==> src/rtl/abr_pkg.sv <==
package abr_pkg;
  typedef enum logic [2:0] {
    ST_UNCAL,
    ST_SKIP,
    ST_IDLE,
    ST_START,
    ST_DATA,
    ST_STOP,
    ST_HOLD
  } abr_state_e;

  localparam logic [7:0]  CAL_CHAR  = 8'h20;
  localparam int unsigned CAL_LOW_BITS = 6;   // start bit + five zero bits of the space
  localparam int unsigned CAL_TAIL_BITS = 3;  // bits after the low stretch up to the stop bit
endpackage

==> src/rtl/abr_sync.sv <==
module abr_sync (
  input  logic clk_i,
  input  logic rst_ni,
  input  logic rxd_i,
  output logic rx_o,
  output logic fall_o,
  output logic rise_o
);
  logic meta_q, sync_q, prev_q;

  always_ff @(posedge clk_i or negedge rst_ni) begin
    if (!rst_ni) begin
      meta_q <= 1'b1;
      sync_q <= 1'b1;
      prev_q <= 1'b1;
    end else begin
      meta_q <= rxd_i;
      sync_q <= meta_q;
      prev_q <= sync_q;
    end
  end

  assign rx_o   = sync_q;
  assign fall_o = prev_q & ~sync_q;
  assign rise_o = ~prev_q & sync_q;
endmodule

==> src/rtl/abr_meter.sv <==
module abr_meter #(
  parameter int unsigned RUN_W = 15
) (
  input  logic             clk_i,
  input  logic             rst_ni,
  input  logic             rx_i,
  input  logic             fall_i,
  input  logic             rise_i,
  output logic             run_end_o,
  output logic [RUN_W-1:0] run_len_o
);
  localparam logic [RUN_W-1:0] RUN_SAT = '1;

  logic [RUN_W-1:0] low_cnt_q;

  // counts low cycles of the synchronized line, saturating
  always_ff @(posedge clk_i or negedge rst_ni) begin
    if (!rst_ni) begin
      low_cnt_q <= '0;
    end else if (!rx_i) begin
      if (fall_i)                  low_cnt_q <= RUN_W'(1);
      else if (low_cnt_q != RUN_SAT) low_cnt_q <= low_cnt_q + RUN_W'(1);
    end
  end

  assign run_end_o = rise_i;
  assign run_len_o = low_cnt_q;
endmodule

==> src/rtl/abr_brk.sv <==
module abr_brk #(
  parameter int unsigned BREAK_CYCLES = 20000,
  parameter int unsigned FERR_RUN     = 100
) (
  input  logic clk_i,
  input  logic rst_ni,
  input  logic rx_i,
  input  logic ferr_evt_i,
  input  logic good_evt_i,
  output logic line_brk_o,
  output logic run_brk_o
);
  localparam int unsigned BRK_W = $clog2(BREAK_CYCLES + 1);
  localparam int unsigned FR_W  = $clog2(FERR_RUN + 1);
  localparam logic [BRK_W-1:0] BRK_LAST = BRK_W'(BREAK_CYCLES - 1);
  localparam logic [BRK_W-1:0] BRK_TOP  = BRK_W'(BREAK_CYCLES);
  localparam logic [FR_W-1:0]  RUN_LAST = FR_W'(FERR_RUN - 1);

  logic [BRK_W-1:0] low_cnt_q;
  logic [FR_W-1:0]  run_cnt_q;
  logic             line_brk_q, run_brk_q;

  always_ff @(posedge clk_i or negedge rst_ni) begin
    if (!rst_ni) begin
      low_cnt_q  <= '0;
      line_brk_q <= 1'b0;
    end else begin
      line_brk_q <= !rx_i && (low_cnt_q == BRK_LAST);
      if (rx_i)                   low_cnt_q <= '0;
      else if (low_cnt_q != BRK_TOP) low_cnt_q <= low_cnt_q + BRK_W'(1);
    end
  end

  always_ff @(posedge clk_i or negedge rst_ni) begin
    if (!rst_ni) begin
      run_cnt_q <= '0;
      run_brk_q <= 1'b0;
    end else begin
      run_brk_q <= 1'b0;
      if (ferr_evt_i) begin
        if (run_cnt_q == RUN_LAST) begin
          run_cnt_q <= '0;
          run_brk_q <= 1'b1;
        end else begin
          run_cnt_q <= run_cnt_q + FR_W'(1);
        end
      end else if (good_evt_i) begin
        run_cnt_q <= '0;
      end
    end
  end

  assign line_brk_o = line_brk_q;
  assign run_brk_o  = run_brk_q;

  a_r7_brk_single: assert property (@(posedge clk_i) disable iff (!rst_ni)
    line_brk_q |=> !line_brk_q);
  a_r8_run_bounded: assert property (@(posedge clk_i) disable iff (!rst_ni)
    run_cnt_q <= RUN_LAST);
  a_r8_run_pulse: assert property (@(posedge clk_i) disable iff (!rst_ni)
    run_brk_q |-> $past(ferr_evt_i));
endmodule

==> src/rtl/abr_framer.sv <==
module abr_framer
  import abr_pkg::*;
#(
  parameter int unsigned MIN_BIT = 8,
  parameter int unsigned MAX_BIT = 4095,
  parameter int unsigned BIT_W   = 12,
  parameter int unsigned RUN_W   = 15
) (
  input  logic             clk_i,
  input  logic             rst_ni,
  input  logic             rx_i,
  input  logic             fall_i,
  input  logic             run_end_i,
  input  logic [RUN_W-1:0] run_len_i,
  input  logic             line_brk_i,
  output logic             valid_o,
  output logic [7:0]       data_o,
  output logic             ferr_o,
  output logic [BIT_W-1:0] period_o
);
  localparam logic [RUN_W-1:0] RUN_LO = RUN_W'(CAL_LOW_BITS * MIN_BIT);
  localparam logic [RUN_W-1:0] RUN_HI = RUN_W'(CAL_LOW_BITS * MAX_BIT);

  function automatic logic fits(input logic [RUN_W-1:0] r);
    return (r >= RUN_LO) && (r <= RUN_HI);
  endfunction

  function automatic logic [BIT_W-1:0] to_period(input logic [RUN_W-1:0] r);
    return BIT_W'(({1'b0, r} + (RUN_W+1)'(CAL_LOW_BITS / 2)) / (RUN_W+1)'(CAL_LOW_BITS));
  endfunction

  abr_state_e       state_q;
  logic [RUN_W-1:0] cnt_q;
  logic [2:0]       bit_q;
  logic [7:0]       sh_q;
  logic [BIT_W-1:0] period_q;
  logic [RUN_W-1:0] first_run_q;
  logic             fr_pend_q;
  logic             valid_q, ferr_q;
  logic [7:0]       data_q;

  logic [BIT_W-1:0] p_new;
  logic [RUN_W-1:0] p_new_x, skip_m1, half_m1, per_m1;

  always_comb begin
    p_new   = to_period(run_len_i);
    p_new_x = RUN_W'(p_new);
    // wait out the rest of the calibrating space up to mid stop bit
    skip_m1 = RUN_W'(CAL_TAIL_BITS) * p_new_x + (p_new_x >> 1) - RUN_W'(1);
    half_m1 = RUN_W'(period_q >> 1) - RUN_W'(1);
    per_m1  = RUN_W'(period_q) - RUN_W'(1);
  end

  always_ff @(posedge clk_i or negedge rst_ni) begin
    if (!rst_ni) begin
      state_q     <= ST_UNCAL;
      cnt_q       <= '0;
      bit_q       <= '0;
      sh_q        <= '0;
      period_q    <= '0;
      first_run_q <= '0;
      fr_pend_q   <= 1'b0;
      valid_q     <= 1'b0;
      ferr_q      <= 1'b0;
      data_q      <= '0;
    end else begin
      valid_q <= 1'b0;
      if (run_end_i && fr_pend_q) begin
        first_run_q <= run_len_i;
        fr_pend_q   <= 1'b0;
      end
      unique case (state_q)
        ST_UNCAL: begin
          if (run_end_i && fits(run_len_i)) begin
            period_q <= p_new;
            cnt_q    <= skip_m1;
            state_q  <= ST_SKIP;
          end
        end
        ST_SKIP: begin
          if (cnt_q == '0) state_q <= ST_IDLE;
          else             cnt_q   <= cnt_q - RUN_W'(1);
        end
        ST_IDLE: begin
          if (fall_i) begin
            cnt_q     <= half_m1;
            fr_pend_q <= 1'b1;
            state_q   <= ST_START;
          end
        end
        ST_START: begin
          if (cnt_q != '0) begin
            cnt_q <= cnt_q - RUN_W'(1);
          end else if (!rx_i) begin
            cnt_q   <= per_m1;
            bit_q   <= '0;
            state_q <= ST_DATA;
          end else begin
            state_q <= ST_IDLE;
          end
        end
        ST_DATA: begin
          if (cnt_q != '0) begin
            cnt_q <= cnt_q - RUN_W'(1);
          end else begin
            sh_q  <= {rx_i, sh_q[7:1]};
            cnt_q <= per_m1;
            bit_q <= bit_q + 3'd1;
            if (bit_q == 3'd7) state_q <= ST_STOP;
          end
        end
        ST_STOP: begin
          if (cnt_q != '0) begin
            cnt_q <= cnt_q - RUN_W'(1);
          end else if (rx_i) begin
            valid_q <= 1'b1;
            ferr_q  <= 1'b0;
            data_q  <= sh_q;
            state_q <= ST_IDLE;
            if (sh_q == CAL_CHAR && !fr_pend_q && fits(first_run_q))
              period_q <= to_period(first_run_q);
          end else begin
            state_q <= ST_HOLD;
          end
        end
        ST_HOLD: begin
          if (line_brk_i) begin
            state_q <= ST_IDLE;
          end else if (rx_i) begin
            valid_q <= 1'b1;
            ferr_q  <= 1'b1;
            data_q  <= sh_q;
            state_q <= ST_IDLE;
          end
        end
        default: state_q <= ST_UNCAL;
      endcase
    end
  end

  assign valid_o  = valid_q;
  assign data_o   = data_q;
  assign ferr_o   = ferr_q;
  assign period_o = period_q;

  a_r4_valid_single: assert property (@(posedge clk_i) disable iff (!rst_ni)
    valid_q |=> !valid_q);
  a_r3_period_bounds: assert property (@(posedge clk_i) disable iff (!rst_ni)
    (state_q != ST_UNCAL) |-> (period_q >= BIT_W'(MIN_BIT) && period_q <= BIT_W'(MAX_BIT)));
  a_r9_start_low: assert property (@(posedge clk_i) disable iff (!rst_ni)
    (state_q == ST_DATA && $past(state_q) == ST_START) |-> !$past(rx_i));
  a_r2_quiet_uncal: assert property (@(posedge clk_i) disable iff (!rst_ni)
    (state_q == ST_UNCAL) |=> !valid_q);
endmodule

==> src/rtl/abr_rx.sv <==
module abr_rx #(
  parameter int unsigned MIN_BIT      = 8,
  parameter int unsigned MAX_BIT      = 4095,
  parameter int unsigned BREAK_CYCLES = 20000,
  parameter int unsigned FERR_RUN     = 100,
  localparam int unsigned BIT_W       = $clog2(MAX_BIT + 1)
) (
  input  logic             clk_i,
  input  logic             rst_ni,
  input  logic             rxd_i,
  output logic [7:0]       data_o,
  output logic             valid_o,
  output logic             ferr_o,
  output logic             brk_o,
  output logic [BIT_W-1:0] bit_period_o
);
  localparam int unsigned RUN_W = $clog2(abr_pkg::CAL_LOW_BITS * MAX_BIT + 2);

  logic             rx_s, fall_s, rise_s;
  logic             run_end;
  logic [RUN_W-1:0] run_len;
  logic             line_brk, run_brk;

  abr_sync u_sync (
    .clk_i (clk_i),
    .rst_ni(rst_ni),
    .rxd_i (rxd_i),
    .rx_o  (rx_s),
    .fall_o(fall_s),
    .rise_o(rise_s)
  );

  abr_meter #(.RUN_W(RUN_W)) u_meter (
    .clk_i    (clk_i),
    .rst_ni   (rst_ni),
    .rx_i     (rx_s),
    .fall_i   (fall_s),
    .rise_i   (rise_s),
    .run_end_o(run_end),
    .run_len_o(run_len)
  );

  abr_framer #(
    .MIN_BIT(MIN_BIT),
    .MAX_BIT(MAX_BIT),
    .BIT_W  (BIT_W),
    .RUN_W  (RUN_W)
  ) u_framer (
    .clk_i     (clk_i),
    .rst_ni    (rst_ni),
    .rx_i      (rx_s),
    .fall_i    (fall_s),
    .run_end_i (run_end),
    .run_len_i (run_len),
    .line_brk_i(line_brk),
    .valid_o   (valid_o),
    .data_o    (data_o),
    .ferr_o    (ferr_o),
    .period_o  (bit_period_o)
  );

  abr_brk #(
    .BREAK_CYCLES(BREAK_CYCLES),
    .FERR_RUN    (FERR_RUN)
  ) u_brk (
    .clk_i     (clk_i),
    .rst_ni    (rst_ni),
    .rx_i      (rx_s),
    .ferr_evt_i(valid_o & ferr_o),
    .good_evt_i(valid_o & ~ferr_o),
    .line_brk_o(line_brk),
    .run_brk_o (run_brk)
  );

  assign brk_o = line_brk | run_brk;
endmodule

==> config.mk <==
export PLATFORM = sky130hd
export DESIGN_NAME = abr_rx
export DESIGN_NICKNAME = d
export VERILOG_FILES = /design/src/rtl/abr_pkg.sv /design/src/rtl/abr_sync.sv /design/src/rtl/abr_meter.sv /design/src/rtl/abr_brk.sv /design/src/rtl/abr_framer.sv /design/src/rtl/abr_rx.sv
export SDC_FILE = /design/constraint.sdc
export NUM_CORES = 1
export LEC_CHECK = 0
export BUFFER_PORTS_ARGS = -buffer_cell sky130_fd_sc_hd__buf_2
export CAP_MARGIN = 10
export CORE_UTILIZATION = 58
export DETAILED_ROUTE_END_ITERATION = 12
export HOLD_SLACK_MARGIN = 0.08
export PLACE_DENSITY = 0.78
export SLEW_MARGIN = 30
export SYNTH_ARGS = -nofsm -noshare
export SYNTH_HDL_FRONTEND = slang
export SYNTH_HIERARCHICAL = 1
export SYNTH_SLANG_ARGS = --single-unit
==> constraint.sdc <==
create_clock -name clk_i -period 9.7 [get_ports clk_i]
set_input_delay 0 -clock clk_i [delete_from_list [all_inputs] [get_ports clk_i]]
set_output_delay 0 -clock clk_i [all_outputs]
set_load 0.01 [all_outputs]
==> run summary, run 1 <==
outcome: finished with violations
violated checks: DRC
vias in the first global route: 9104
FFs w/ async S/R, synth: 1.00
Netlist Area Pre-Place: 10800 sq um
share of cells above drive strength 1: 0.120
antenna cells: 0
via count: 9884
Synth Register Bits: 109
warning count from the yosys run: 6
total grt overflow: 0
RSZ-0062 raised after global routing: no
final worst-path cycle share: 0.912
CP max stage cell: or4_4
CP endpoint kind: flip-flop
sequential share of the synthesized area: 0.254
Post-synth EDFFs: 0
drt wl/cell: 18.1 um
CTS tree: built
Cells after Synth: 1300
Initial DRC Count: 892
flop-to-flop setup slack: 860 ps
antenna violations before repair: 0
Tightest Hold Check Type: in -> async
Final #Nets: 1329
critical path type: reg -> reg
Max stage delay on crit path: 590 ps
# rows: 49
Slew Limit Fails: 0
GRT Total Usage: 0.288
measured slew at the worst slew-check pin: 972 ps
critical path arrival: 9070 ps
cell family with most CP delay: compound AO/OA/AOI/OAI gates
multi-input logic area: 7370 sq um
Mapped Avg Cell Area: 8.27 sq um
Req. time, crit path: 9920 ps
die height: 138 um
Slew headroom: 0.351
Distinct cells, synth: 125
most frequent cells in the layout: 126 x nand2_1, 116 x nor2_1, 106 x dfrtp_1, 87 x o21ai_0, 73 x a21oi_1
Num CTS Buffers: 9
Synth area leader: dfrtp_1
I/O Pins: 26
max cap viols: 0
Area growth, synth to finish: 3.86%
largest net degree at the start of global routing: 61
Final Hold Viols: 0
most frequent CP cell: a21oi_1
CP bufs+invs: 3
clock root buffer master: clkbuf_16
Post-route DRC: 10
dpl hpwl: 20000 um
clock slew at reported path FFs: 70 ps
Detailed Route WL: 27200 um
syn_nets: 1357
H-tree depth reported by CTS: 3
most common cell after layout, fill and taps aside: nand2_1
Initial Utilization: 0.594
fill cell count: 1588
Routability Congestion: 0.966
type of origin of the critical path: flip-flop
Core ar.: 18100 sq um
die area: 19100 sq um
FMAX: 113 MHz
Port Buf Inserts: 25
post-route ant nets: 0
clk sinks: 109
vias per cell: 6.57
PostCTS Resize Cnt: 0
first-pass GRT wire length: 45500 um
Synth Flop Type: dfrtp_1
Synth top area share: 0.247
fin crit period: 8840 ps
sum of negative setup slack: 0 ps
Worst-Skew Late Latency: 350 ps
Finish-stage setup viols: 0
Post-CTS Setup Bufs: 0
Post-CTS Hold Buffers: 2
Clock Path Buffers: 2
Post-Route Skew: 10.3 ps
top cells by area in the synthesized netlist: dfrtp_1 25%, ha_1 5.0%, nand2_1 4.4%
die width: 138 um
crit-path max FO: 17
Sequential Area: 2730 sq um
DRT Pass-1 Iters: 9
## metrics by stage
step,hold WS [ps],cell area [sq um],setup WS (ps),instances,util
after floorplan,-296,10800,2200,1300,-
after global placement,105,10800,1230,1488,0.599
after detailed placement,106,10800,962,1488,0.599
after CTS,270,11200,951,1505,0.617
after global routing,293,11200,261,1505,0.617
final,246,11200,856,1505,0.617
## Yosys cell counts (all sizes together) (12+ instances only)
cell and number:
inv 71, a211oi 16, o211ai 16, nor4 24, nor3 49, or3 21, xnor2 56, nor2 119
ha 43, nand2 126, xor2 32, a31oi 19, buf 38, dfrtp 106, and2 14, clkbuf 36
and3 14, a221oi 12, nand3 43, a21oi 74, nand4 27, mux2 29, o21ai 93
## worst register-to-register path, delay by kind of cell, from the launching register on
family	cells	cell delay, ps
simple gates	6	2330
flops	1	520
buf+inv	3	240
compound gates	18	3460
xor+xnor	2	330
fa+ha+maj	5	1820
## flip-flops by register name (all words and copies together), names as in the netlist
name / count
u_brk/low_cnt_q: 15
u_framer/cnt_q: 15
u_framer/first_run_q: 15
u_meter/run_len_o: 15
u_framer/period_o: 12
u_framer/data_o: 8
u_framer/sh_q: 8
u_brk/run_cnt_q: 7
u_framer/bit_q: 3
u_framer/state_q: 3
u_brk/line_brk_o: 1
u_brk/run_brk_o: 1
u_framer/ferr_o: 1
u_framer/fr_pend_q: 1
u_framer/valid_o: 1
u_sync/meta_q: 1
u_sync/prev_q: 1
u_sync/rx_o: 1
## final cells by class
type | count | share of cell area
multi-input combinational | 1044 | 0.660
clock buffer | 9 | 0.0202
inverter | 72 | 0.0242
tap | 229 | 0.0257
timing repair buffer | 36 | 0.0193
clock inverter | 6 | 0.00639
sequential | 109 | 0.245
## kinds of logic after synthesis
| family | Yosys count | synth area share |
|---|---|---|
| fa+ha+maj | 55 | 0.0716 |
| buf+inv | 147 | 0.0627 |
| mux | 38 | 0.0388 |
| simple gates | 498 | 0.250 |
| xor+xnor | 89 | 0.0787 |
| compound gates | 364 | 0.244 |
| flops | 109 | 0.254 |
## path summary, 6_finish.rpt
| kind | from | cells past startpoint | to |
|---|---|---|---|
| worst max-delay path | u_meter/run_len_o[0] | 34 | u_framer/cnt_q[14] |
| worst min register to register | u_sync/meta_q | 0 | u_sync/rx_o |
| min in group clk_i | rxd_i | 2 | u_sync/meta_q |
| max in group asynchronous | rst_ni | 3 | u_framer/data_o[5] |
| worst max register to register | u_meter/run_len_o[0] | 34 | u_framer/cnt_q[14] |
| worst min-delay path | rst_ni | 2 | u_framer/cnt_q[12] |
## per-layer routing
metal,up-vias,part of all wire,global-route usage
met1,4735,0.45,0.389
li1,4714,-,-
met2,375,0.46,0.473
met4,0,0.030,0.109
met5,-,0,0
met3,60,0.060,0.0388
Power of run 1 is left out: the tool's default activity adds up to more than one toggle a clock period on the data nets, which glitch-free logic cannot reach.
==> inputs of run 2 (changes only) <==
--- a/config.mk
+++ b/config.mk
@@ -8,6 +8,7 @@
 export BUFFER_PORTS_ARGS = -buffer_cell sky130_fd_sc_hd__buf_2
 export CAP_MARGIN = 10
 export CORE_UTILIZATION = 58
+export CTS_BUF_LIST = sky130_fd_sc_hd__clkbuf_8
 export DETAILED_ROUTE_END_ITERATION = 12
 export HOLD_SLACK_MARGIN = 0.08
 export PLACE_DENSITY = 0.78
==> run 2 against run 1 <==
  * The flow still finishes with violations (DRC)
  * Die area did not move
  * Clock-buffer cell count did not move
  * Setup slack got worse by 5.0 ps
  * Fmax barely moved
  * Via count fell by 0.94%
  * Final cell count did not move
  * Clock skew rose by 1.8 ps
  * Worst hold slack got worse by 46 ps
  * Final area fell by 0.91%
  * Sequential cell count did not move
  * Critical path depth did not move
  * First-iteration DRC count rose by 7.0%
  * Largest cell class unchanged
==> run summary, run 2 (synthesized netlist as in run 1, its figures left out) <==
outcome: finished with violations
violated checks: DRC
FMAX: 113 MHz
sum of negative setup slack: 0 ps
Req. time, crit path: 9970 ps
type of origin of the critical path: flip-flop
DRT Pass-1 Iters: 11
Port Buf Inserts: 25
share of cells above drive strength 1: 0.120
Clock Path Buffers: 2
Worst-Skew Late Latency: 390 ps
I/O Pins: 26
via count: 9791
Placed Cells: 1488
Num CTS Buffers: 9
Detailed Route WL: 27000 um
H-tree depth reported by CTS: 3
Initial Utilization: 0.594
Initial DRC Count: 954
Final Hold Viols: 0
post-route ant nets: 0
antenna cells: 0
Non-Filler Instances: 1505
critical path arrival: 9120 ps
total grt overflow: 0
most frequent cells in the layout: 126 x nand2_1, 116 x nor2_1, 106 x dfrtp_1, 87 x o21ai_0, 73 x a21oi_1
clk sinks: 109
antenna violations before repair: 0
Slew Limit Fails: 0
Max stage delay on crit path: 590 ps
Core ar.: 18100 sq um
CTS tree: built
fill cell count: 1596
Slew headroom: 0.354
most common cell after layout, fill and taps aside: nand2_1
first-pass GRT wire length: 45200 um
CP endpoint kind: flip-flop
GRT Total Usage: 0.287
drt wl/cell: 18.0 um
dpl hpwl: 20000 um
Final #Nets: 1329
critical path type: reg -> reg
vias per cell: 6.51
die height: 138 um
max cap viols: 0
cell family with most CP delay: compound AO/OA/AOI/OAI gates
most frequent CP cell: a21oi_1
Post-Route Skew: 12.1 ps
vias in the first global route: 9030
Finish-stage setup viols: 0
fin crit period: 8850 ps
Routability Congestion: 0.966
multi-input logic area: 7370 sq um
RSZ-0062 raised after global routing: no
largest net degree at the start of global routing: 61
die area: 19100 sq um
Area growth, synth to finish: 2.92%
Sequential Area: 2730 sq um
CP max stage cell: or4_4
clock root buffer master: clkbuf_8
final worst-path cycle share: 0.912
# rows: 49
CP bufs+invs: 3
Finished Cell Area: 11100 sq um
placed inst area: 10800 sq um
die width: 138 um
Post-route DRC: 10
Tightest Hold Check Type: in -> async
crit-path max FO: 17
measured slew at the worst slew-check pin: 967 ps
clock slew at reported path FFs: 100 ps
[run 2: worst paths after layout]
check / start / to / slack, ps / cells after the start
worst max-delay path: u_meter/run_len_o[0] / u_framer/cnt_q[14] / 850 / 34
worst min-delay path: rst_ni / u_framer/cnt_q[12] / 200 / 2
worst max register to register: u_meter/run_len_o[0] / u_framer/cnt_q[14] / 850 / 34
worst min register to register: u_sync/meta_q / u_sync/rx_o / 360 / 0
max in group asynchronous: rst_ni / u_framer/data_o[5] / 8370 / 3
min in group clk_i: rxd_i / u_sync/meta_q / 250 / 2
[run 2: layer usage]
layer  wire length, um  part of all wire  track usage
met2             12600              0.47        0.475
met3              1520             0.056       0.0326
met4               694             0.026        0.106
met5                 0                 0            0
met1             12200              0.45        0.388
[run 2: repair_timing]
action | CTS | global route
hold endpoints to repair | 57 | 0
gates resized for setup | 0 | 0
buffers inserted | 0 | 0
hold buffers | 2 | 0
[run 2: stage by stage]
stage | worst slack, ps | hold slack (ps) | utilization
after floorplan | 2200 | -296 | -
after global placement | 1230 | 105 | 0.599
after detailed placement | 962 | 106 | 0.599
after CTS | 924 | 223 | 0.611
after global routing | 195 | 246 | 0.612
final | 851 | 201 | 0.612
[run 2: final cells by class]
| type | count | share of cell area |
|---|---|---|
| timing repair buffer | 36 | 0.0195 |
| clock inverter | 6 | 0.00645 |
| clock buffer | 9 | 0.0112 |
| multi-input combinational | 1044 | 0.666 |
| sequential | 109 | 0.247 |
| tap | 229 | 0.0259 |
| inverter | 72 | 0.0244 |
[run 2: worst reg2reg max path: cells and delay by family, from the launching register on]
kind,cells,cell delay [ps]
DFF,1,530
and+or+nand+nor,6,2340
AOI/OAI and AO/OA,18,3500
buffers and inverters,3,240
xor gates and xnor gates,2,320
adders and majority gates,5,1800
Power of run 2 is left out for the same reason.
